===== src/rtl/xbar_rx_pkg.sv =====
package xbar_rx_pkg;

   // Kind of configuration access decoded from the write address
   typedef enum logic [1:0] {
      CFG_NONE  = 2'd0,
      CFG_MAP   = 2'd1,
      CFG_COUNT = 2'd2
   } cfg_kind_e;

   // Active count must be a nonzero power of two no larger than the channel count
   function automatic bit count_is_legal(input int unsigned v, input int unsigned lim);
      return (v != 0) && ((v & (v - 1)) == 0) && (v <= lim);
   endfunction

endpackage


===== src/rtl/xbar_rx_capture.sv =====
module xbar_rx_capture #(
   parameter int NUM_CH  = 16,
   parameter bit HAS_VLD = 1'b1
) (
   input  logic              clk,
   input  logic              rst_n,
   input  logic [NUM_CH-1:0] data_i,
   input  logic [NUM_CH-1:0] vld_i,
   input  logic              mark_i,
   input  logic              ce_i,
   output logic [NUM_CH-1:0] data_q,
   output logic [NUM_CH-1:0] vld_q,
   output logic              mark_q,
   output logic              ce_q
);

   always_ff @(posedge clk) begin
      if (!rst_n) begin
         data_q <= '0;
         mark_q <= 1'b0;
         ce_q   <= 1'b0;
      end else begin
         data_q <= data_i;
         mark_q <= mark_i;
         ce_q   <= ce_i;
      end
   end

   generate
      if (HAS_VLD) begin : g_vld
         always_ff @(posedge clk) begin
            if (!rst_n) vld_q <= '0;
            else        vld_q <= vld_i;
         end
      end else begin : g_no_vld
         assign vld_q = '0;
      end
   endgenerate

endmodule


===== src/rtl/xbar_rx_cfg.sv =====
module xbar_rx_cfg
   import xbar_rx_pkg::*;
#(
   parameter int NUM_CH = 16,
   parameter int SEL_W  = $clog2(NUM_CH),
   parameter int CNT_W  = SEL_W + 1,
   parameter int ADDR_W = $clog2(NUM_CH + 1)
) (
   input  logic                    clk,
   input  logic                    rst_n,
   input  logic                    we_i,
   input  logic [ADDR_W-1:0]       addr_i,
   input  logic [CNT_W-1:0]        wdata_i,
   input  logic                    commit_i,
   output logic [NUM_CH*SEL_W-1:0] live_map_o,
   output logic [CNT_W-1:0]        live_cnt_o,
   output logic [NUM_CH*SEL_W-1:0] shd_map_o,
   output logic [CNT_W-1:0]        shd_cnt_o
);

   localparam logic [ADDR_W-1:0] CNT_ADDR = ADDR_W'(NUM_CH);
   localparam logic [CNT_W-1:0]  CNT_MAX  = CNT_W'(NUM_CH);

   cfg_kind_e kind;
   logic      cnt_ok;

   always_comb begin
      kind = CFG_NONE;
      if (we_i) begin
         if (addr_i < CNT_ADDR)       kind = CFG_MAP;
         else if (addr_i == CNT_ADDR) kind = CFG_COUNT;
      end
   end

   assign cnt_ok = count_is_legal(int'(wdata_i), NUM_CH);

   // Count registers
   always_ff @(posedge clk) begin
      if (!rst_n) begin
         shd_cnt_o  <= CNT_MAX;
         live_cnt_o <= CNT_MAX;
      end else begin
         if (kind == CFG_COUNT && cnt_ok) shd_cnt_o <= wdata_i;
         if (commit_i)                    live_cnt_o <= shd_cnt_o;
      end
   end

   // One shadow/live pair per internal channel, identity after reset
   generate
      for (genvar i = 0; i < NUM_CH; i++) begin : g_entry
         always_ff @(posedge clk) begin
            if (!rst_n) begin
               shd_map_o[i*SEL_W +: SEL_W]  <= SEL_W'(i);
               live_map_o[i*SEL_W +: SEL_W] <= SEL_W'(i);
            end else begin
               if (kind == CFG_MAP && addr_i == ADDR_W'(i))
                  shd_map_o[i*SEL_W +: SEL_W] <= wdata_i[SEL_W-1:0];
               if (commit_i)
                  live_map_o[i*SEL_W +: SEL_W] <= shd_map_o[i*SEL_W +: SEL_W];
            end
         end
      end
   endgenerate

   // live settings move only on a commit
   p_live_hold_r5: assert property (@(posedge clk) disable iff (!rst_n)
      !commit_i |=> ($stable(live_cnt_o) && $stable(live_map_o)));

   // an illegal count write leaves the shadow count alone
   p_reject_illegal_r4: assert property (@(posedge clk) disable iff (!rst_n)
      (we_i && addr_i == CNT_ADDR && !cnt_ok) |=> $stable(shd_cnt_o));

   // the live count is always a legal power of two
   p_live_count_legal_r3: assert property (@(posedge clk) disable iff (!rst_n)
      ($countones(live_cnt_o) == 1) && (live_cnt_o <= CNT_MAX));

endmodule


===== src/rtl/xbar_rx_xbar.sv =====
module xbar_rx_xbar #(
   parameter int NUM_CH = 16,
   parameter int SEL_W  = $clog2(NUM_CH),
   parameter int CNT_W  = SEL_W + 1
) (
   input  logic                    clk,
   input  logic                    rst_n,
   input  logic                    en_i,
   input  logic [NUM_CH-1:0]       bits_i,
   input  logic [NUM_CH*SEL_W-1:0] map_i,
   input  logic [CNT_W-1:0]        cnt_i,
   output logic [NUM_CH-1:0]       bits_o
);

   logic [NUM_CH-1:0] routed;

   generate
      for (genvar i = 0; i < NUM_CH; i++) begin : g_out
         logic [SEL_W-1:0] src;
         assign src       = map_i[i*SEL_W +: SEL_W];
         assign routed[i] = (CNT_W'(i) < cnt_i) ? bits_i[src] : 1'b0;
      end
   endgenerate

   always_ff @(posedge clk) begin
      if (!rst_n)    bits_o <= '0;
      else if (en_i) bits_o <= routed;
   end

   // output bits hold when no sample is taken
   p_hold_when_idle_r6: assert property (@(posedge clk) disable iff (!rst_n)
      !en_i |=> $stable(bits_o));

endmodule


===== src/rtl/xbar_rx_port.sv =====
module xbar_rx_port
   import xbar_rx_pkg::*;
#(
   parameter int NUM_CH  = 16,
   parameter bit HAS_VLD = 1'b1,
   parameter int SEL_W   = $clog2(NUM_CH),
   parameter int CNT_W   = SEL_W + 1,
   parameter int ADDR_W  = $clog2(NUM_CH + 1)
) (
   input  logic              clk,
   input  logic              rst_n,
   input  logic [NUM_CH-1:0] rx_bits,
   input  logic [NUM_CH-1:0] rx_vbits,
   input  logic              rx_sec_mark,
   input  logic              rx_ce,
   input  logic              cfg_wr_en,
   input  logic [ADDR_W-1:0] cfg_wr_addr,
   input  logic [CNT_W-1:0]  cfg_wr_data,
   output logic [NUM_CH-1:0] fwd_bits,
   output logic [NUM_CH-1:0] fwd_vbits,
   output logic              fwd_valid,
   output logic              fwd_sos
);

   generate
      if (NUM_CH < 2 || (NUM_CH & (NUM_CH - 1)) != 0) begin : g_bad_ch
         $error("xbar_rx_port: NUM_CH must be a power of two, at least 2");
      end
      if (SEL_W != $clog2(NUM_CH) || CNT_W != SEL_W + 1) begin : g_bad_w
         $error("xbar_rx_port: derived widths must not be overridden");
      end
   endgenerate

   logic [NUM_CH-1:0]       data_q, vld_q;
   logic                    mark_q, ce_q, commit;
   logic [NUM_CH*SEL_W-1:0] live_map, shd_map, eff_map;
   logic [CNT_W-1:0]        live_cnt, shd_cnt, eff_cnt;

   xbar_rx_capture #(.NUM_CH(NUM_CH), .HAS_VLD(HAS_VLD)) u_cap (
      .clk(clk), .rst_n(rst_n),
      .data_i(rx_bits), .vld_i(rx_vbits), .mark_i(rx_sec_mark), .ce_i(rx_ce),
      .data_q(data_q), .vld_q(vld_q), .mark_q(mark_q), .ce_q(ce_q)
   );

   assign commit = ce_q & mark_q;

   xbar_rx_cfg #(.NUM_CH(NUM_CH), .SEL_W(SEL_W), .CNT_W(CNT_W), .ADDR_W(ADDR_W)) u_cfg (
      .clk(clk), .rst_n(rst_n),
      .we_i(cfg_wr_en), .addr_i(cfg_wr_addr), .wdata_i(cfg_wr_data),
      .commit_i(commit),
      .live_map_o(live_map), .live_cnt_o(live_cnt),
      .shd_map_o(shd_map), .shd_cnt_o(shd_cnt)
   );

   // The marker sample already uses the settings it commits
   assign eff_map = commit ? shd_map : live_map;
   assign eff_cnt = commit ? shd_cnt : live_cnt;

   xbar_rx_xbar #(.NUM_CH(NUM_CH), .SEL_W(SEL_W), .CNT_W(CNT_W)) u_dxb (
      .clk(clk), .rst_n(rst_n), .en_i(ce_q),
      .bits_i(data_q), .map_i(eff_map), .cnt_i(eff_cnt), .bits_o(fwd_bits)
   );

   generate
      if (HAS_VLD) begin : g_vxb
         xbar_rx_xbar #(.NUM_CH(NUM_CH), .SEL_W(SEL_W), .CNT_W(CNT_W)) u_vxb (
            .clk(clk), .rst_n(rst_n), .en_i(ce_q),
            .bits_i(vld_q), .map_i(eff_map), .cnt_i(eff_cnt), .bits_o(fwd_vbits)
         );
      end else begin : g_no_vxb
         assign fwd_vbits = '0;
      end
   endgenerate

   always_ff @(posedge clk) begin
      if (!rst_n) begin
         fwd_valid <= 1'b0;
         fwd_sos   <= 1'b0;
      end else begin
         fwd_valid <= ce_q;
         fwd_sos   <= commit;
      end
   end

   // the start-of-second flag only rides on a valid sample
   p_sos_with_valid_r7: assert property (@(posedge clk) disable iff (!rst_n)
      fwd_sos |-> fwd_valid);

   // the strobe follows the captured enable by one edge
   p_valid_tracks_ce_r6: assert property (@(posedge clk) disable iff (!rst_n)
      fwd_valid == $past(ce_q));

endmodule


===== config.mk =====
export PLATFORM = sky130hd
export DESIGN_NAME = xbar_rx_port
export DESIGN_NICKNAME = d
export VERILOG_FILES = /design/src/rtl/xbar_rx_pkg.sv /design/src/rtl/xbar_rx_capture.sv /design/src/rtl/xbar_rx_cfg.sv /design/src/rtl/xbar_rx_xbar.sv /design/src/rtl/xbar_rx_port.sv
export SDC_FILE = /design/constraint.sdc
export NUM_CORES = 1
export LEC_CHECK = 0
export BUFFER_PORTS_ARGS = -buffer_cell sky130_fd_sc_hd__buf_2
export CORE_ASPECT_RATIO = 2
export CORE_MARGIN = 2
export CORE_UTILIZATION = 55
export CTS_CLUSTER_SIZE = 10
export DETAILED_ROUTE_END_ITERATION = 12
export PLACE_DENSITY = 0.74
export SLEW_MARGIN = 20
export SYNTH_ARGS = -nofsm -noshare
export SYNTH_HDL_FRONTEND = slang
export SYNTH_SLANG_ARGS = --single-unit

===== constraint.sdc =====
create_clock -name clk -period 2.5 [get_ports clk]
set_clock_uncertainty 0.15 [all_clocks]
set_input_delay 0.125 -clock clk [delete_from_list [all_inputs] [get_ports clk]]
set_output_delay 0.125 -clock clk [all_outputs]
set_load 0.01 [all_outputs]

==> metrics.yaml, run 1 <==
sta:
  fmax_mhz: 412
  final-hold-violation-count: 0
  worst_pin_slew_ps: 1120
  period_share: 0.971
  fin_setup_tns_ps: 0
  finalSetupViolations: 0
  slew_headroom: 0.253
  slew_viol_final: 0
  holdWs_ps: 25.3
  rsz0062_at_grt: "no"
  min_period_ps: 2430
clock_tree:
  htreeDepth: 1
  cts_root_buf: "clkbuf_16"
  clk_pin_slew_worst_paths_ps: 60
  cts_buffer_depth: 3
  cts_inserted_buffers: 24
  clk_latency_ps: 530
  clkSinkCount: 206
  post_cts_buffers: 0
  cts_tree: "yes"
placement:
  portBuffers: 80
  dpl.hpwl_mm: 38.4
  dpl.cell_count: 1920
  placed_cell_area_um2: 15200
  gp_congestion: 1.04
global_routing:
  grt_pass1_vias: 13688
  top_usage_layer: "met2"
  grt_overflow: 0
  grt_max_degree: 117
  antenna_found_initial: 0
  grt.total_usage: 0.419
  grt_pass1_wl_mm: 81.1
  use_met2: 0.684
  use_met3: 0.0923
  use_met1: 0.437
yosys:
  synth_seq_cells: 206
  yosysSeqAreaShare: 0.305
  ys_top_cells_by_count: "mux2i_1 (267), dfxtp_1 (206), nand2_1 (186)"
  synth_cell_types: 74
  synth_edf_count: 0
  synth_top_area_frac: 0.305
  synth.area.top_cells: "dfxtp_1 (30%), mux2i_1 (20%), nand2_1 (5.2%), mux2_2 (3.1%), nor2b_1 (2.9%)"
  syn_area_per_cell_um2: 9.01
  yosysTopAreaCell: "dfxtp_1"
  yosysMostFrequentCell: "mux2i_1"
  synth_cells: 1502
  yosys_warnings: 0
  netlist_area_um2: 13500
  synth_flop_cell: "dfxtp_1"
  synthArstFlopShare: 0
  syn_nets: 1549
critical_path:
  cp-end-kind: "register"
  crit_start: "u_cap.mark_q"
  critPathMaxStageDelay_ps: 370
  cp_cell_sequence: "buf_4 > buf_12 > o21bai_1 > a41oi_1 > buf_4 > nand2_1 > buf_4 > nor3b_1 > nand4_1 > o211ai_1"
  worst-path-stages: 10
  reg2reg_from: "u_cap.mark_q"
  crit_slowest_cell: "dfxtp_2"
  cp_top_family: "buffers and inverters"
  path_max_fanout: 22
  rr_worst_depth: 10
  timing.critical_path.mode_cell: "buf_4"
  crit_type: "reg2reg"
  arrival_ps: 2730
  crit_required_ps: 2800
  setup.worst_path.start_class: "register"
  crit_buf_inv: 4
status:
  status: "finished, final reports clean"
min_path:
  worstHoldPathType: "in2reg"
  hp-start: "cfg_wr_addr[1]"
  whs_path_depth: 5
routing:
  wl_per_cell_um: 27.2
  drcViolationCount: 0
  drt_wl_total_mm: 54.2
  avgViaCountPerCell: 6.84
  drtIter0Drc: 1349
  firstDrtPassIters: 8
  vias: 13615
  antenna_left: 0
cells_and_area:
  area_delta_synth_final_pct: 20.8
  finalNonFillerCells: 1991
  antenna_cells: 0
  fin_nets: 1746
  drive_above_1_share: 0.222
  design_area_um2: 16300
floorplan:
  rows: 81
  die_w_um: 115
  initial_core_util: 0.556
  die_area_um2: 26000
  die_y_um: 226
  io_pins: 81
  coreArea_um2: 24300
pwr:
  p_leak_nw: 7.05
  power_density_nw_per_um2: 472
  irDropWorstVdd_uv: 550
flow_run:
  max_cap_viol_count: 0
==> cells by family (layout without fill, tap and decap cells) <==
logic type | count (synthesis) | after routing | synth area share
compound gates | 296 | 296 | 0.166
xor+xnor | 1 | 1 | 0.000647
simple gates | 510 | 510 | 0.197
flops | 206 | 206 | 0.305
mux | 339 | 339 | 0.280
buf+inv | 150 | 349 | 0.0518
==> layer usage <==
| layer | vias up | routed length, um | part of all wire |
|---|---|---|---|
| met2 | 879 | 25300 | 0.47 |
| li1 | 5948 | - | - |
| met3 | 418 | 5350 | 0.099 |
| met1 | 6370 | 17300 | 0.32 |
| met4 | 0 | 6230 | 0.11 |
| met5 | - | 0 | 0 |
==> final timing paths <==
check | slack [ps] | to
setup / recovery | 70 | u_dxb.bits_o[6]
hold / removal | 30 | u_cfg.shd_map_o[6]
setup reg to reg | 70 | u_dxb.bits_o[6]
hold reg to reg | 310 | u_dxb.bits_o[5]
==> worst reg2reg max path, delay by kind of cell (launching register included) <==
family / cells / cell delay [ps]
compound gates: 3 / 600
buf+inv: 4 / 710
flops: 1 / 370
simple gates: 3 / 530
==> where the power goes <==
group          internal [mW]  total, mW  switching [mW]  leakage, nW
clock network           1.79       3.15            1.37        0.318
logic                  0.463       1.04           0.574         5.06
registers               3.34       3.52           0.175         1.67
total                   5.59       7.71            2.11         7.05
==> cell type report <==
| type | instances | area [um^2] |
|---|---|---|
| repair buffers | 304 | 2400 |
| well taps | 290 | 363 |
| inverters | 17 | 63.8 |
| multi-input cells | 1146 | 8740 |
| flip-flops and latches | 206 | 4130 |
| clock buffers | 28 | 647 |
| fillers | 1971 | 7980 |
==> registers in the layout, summed over array words and instances (netlist names), 5 cells and up <==
signal and flops:
u_cap.data_q 16, u_cfg.live_map_o 64, u_cfg.shd_cnt_o 5, u_cfg.shd_map_o 64, u_dxb.bits_o 16, g_vxb.u_vxb.bits_o 16, u_cap.vld_q 16, u_cfg.live_cnt_o 5
==> metrics by stage <==
step	total power [mW]	utilization	worst slack [ps]
after floorplan	4.02	-	16.4
final	7.71	0.672	73.0
after global routing	7.87	0.672	0.356
after CTS	7.65	0.671	11.1
after global placement	4.49	0.626	53.6
after detailed placement	4.50	0.626	8.50
==> layout by cell type, fill, tap and decap left out, types with 21 or more instances in the layout <==
cell type      instances
and2_1                47
a21oi_1               21
nor2b_1               61
o21ai_0               22
nand2_1              186
o211ai_1              26
dfxtp_1              204
a211oi_1              35
nand3_1               56
nand3b_1              30
dlygate4sd3_1         43
buf_4                163
buf_2                 79
nor2_1                42
clkbuf_16             25
mux2i_1              266
a21boi_0              23
mux2_2                37
==> timing repair <==
item	4_1_cts	5_1_grt
resized for setup	2	10
pin swaps	0	1
setup endpoints to repair	1	26
hold buffers	43	0
gates cloned	0	0
hold endpoints to repair	69	0
Power figures use the tool's default switching activity.
==> run 2: changes to the inputs <==
--- a/config.mk
+++ b/config.mk
@@ -6,7 +6,6 @@
 export NUM_CORES = 1
 export LEC_CHECK = 0
 export BUFFER_PORTS_ARGS = -buffer_cell sky130_fd_sc_hd__buf_2
-export CORE_ASPECT_RATIO = 2
 export CORE_MARGIN = 2
 export CORE_UTILIZATION = 55
 export CTS_CLUSTER_SIZE = 10
==> run 2 against run 1 <==
Compared with the run above: cell area grew 0.73%; maximum frequency shrank 0.64%; critical path type unchanged; critical endpoint is now g_vxb.u_vxb.bits_o[14]; combinational power about the same.
==> metrics.yaml, run 2 (synthesis gave the netlist of run 1 again) <==
status:
  status: "finished, final reports clean"
placement:
  dp_slack_ps: 57.9
  portBuffers: 80
  dpl.hpwl_mm: 33.7
  gp_congestion: 1.01
sta:
  fin_ws_ps: 57.2
  slew_headroom: 0.280
  rsz0062_at_grt: "yes"
  finalSetupViolations: 0
  min_period_ps: 2440
  slew_viol_final: 0
  fmax_mhz: 409
  final-hold-violation-count: 0
  period_share: 0.977
  worst_pin_slew_ps: 1080
global_routing:
  grt_overflow: 0
  grt_max_degree: 48
  antenna_found_initial: 0
  grt_pass1_vias: 13210
  grt_pass1_wl_mm: 76.3
  grt.total_usage: 0.380
flow_run:
  max_cap_viol_count: 0
cells_and_area:
  layout_commonest_cell: "mux2i_1"
  final-seq-area_um2: 4130
  fill_cells: 1989
  drive_above_1_share: 0.214
  multi_input_area_um2: 8750
  antenna_cells: 0
  fin_util: 0.679
  fin_nets: 1737
  reg_top3: "u_cfg.live_map_o x64, u_cfg.shd_map_o x64"
  final_cell_mix: "mux2i_1 (266), dfxtp_1 (204), nand2_1 (186), buf_4 (140), buf_2 (79)"
  area_delta_synth_final_pct: 21.7
clock_tree:
  cts_buffer_depth: 3
  clkSinkCount: 206
  cts_root_buf: "clkbuf_16"
  cts_tree: "yes"
  cts_inserted_buffers: 26
  htreeDepth: 1
  clk_latency_ps: 550
  clk_pin_slew_worst_paths_ps: 60
critical_path:
  crit_required_ps: 2850
  setup.worst_path.start_class: "register"
  crit_type: "reg2reg"
  path_max_fanout: 24
  cp-end-kind: "register"
  arrival_ps: 2790
routing:
  wl_per_cell_um: 25.0
  drtIter0Drc: 1466
  firstDrtPassIters: 7
  drcViolationCount: 0
  avgViaCountPerCell: 6.62
  antenna_left: 0
  drt_wl_total_mm: 50.7
  vias: 13390
min_path:
  worstHoldPathType: "in2reg"
pwr:
  irDropWorstVdd_uv: 518
  power_density_nw_per_um2: 479
  p_leak_nw: 7.04
floorplan:
  die_area_um2: 25900
  die_y_um: 161
  io_pins: 81
  coreArea_um2: 24200
  die_w_um: 161
  rows: 57
  initial_core_util: 0.558
-- run 2: cell type report --
class,count,area share
multi-input cells,1146,0.531
flip-flops and latches,206,0.251
repair buffers,293,0.145
clock buffers,32,0.0415
well taps,324,0.0246
inverters,17,0.00388
clock inverters,6,0.00266
-- run 2: through the flow --
stage	hold WS, ps	setup TNS, ps	instance area, um^2	std cells	power (mW)
finish	24.2	0	16500	2024	7.89
floorplan	102	0	13500	1502	4.02
detailed placement	183	0	15000	1927	4.46
global route	37.2	-38.7	16500	2024	8.07
global placement	179	0	15000	1927	4.44
CTS	10.8	0	16300	2015	7.84
-- run 2: routing by layer --
metal	GRT usage	vias to the layer above	share of wire
met5	0	-	0
met4	0.233	0	0.073
met3	0.0963	264	0.11
met2	0.609	882	0.45
met1	0.459	6300	0.37
li1	-	5944	-
-- run 2: worst max-delay path: stages (launching register included) --
cell and delay [ps]:
dfxtp_4 390, buf_12 180, and2_1 170, buf_4 200, o21ai_0 250, a22o_1 310
nand3_1 170, a2111oi_2 390, a211o_1 160
-- run 2: path summary, 6_finish.rpt --
| path | start | to | slack, ps | cells past startpoint |
|---|---|---|---|---|
| worst max register to register | u_cap.mark_q | g_vxb.u_vxb.bits_o[14] | 60 | 8 |
| worst max-delay path | u_cap.mark_q | g_vxb.u_vxb.bits_o[14] | 60 | 8 |
| worst min register to register | u_dxb.bits_o[7] | u_dxb.bits_o[7] | 310 | 2 |
| worst min-delay path | cfg_wr_data[2] | u_cfg.shd_map_o[62] | 20 | 4 |
-- run 2: repair_timing --
action,CTS,global route
endpoints found under the hold margin,67,0
hold buffers,50,0
gates resized for setup,0,21
setup endpoints to repair,0,20
buffers inserted,0,8
-- run 2: report_power, final --
part | internal, mW | leakage, nW | switching (mW)
combinational | 0.460 | 5.01 | 0.562
clock | 1.90 | 0.356 | 1.46
sequential | 3.34 | 1.68 | 0.155
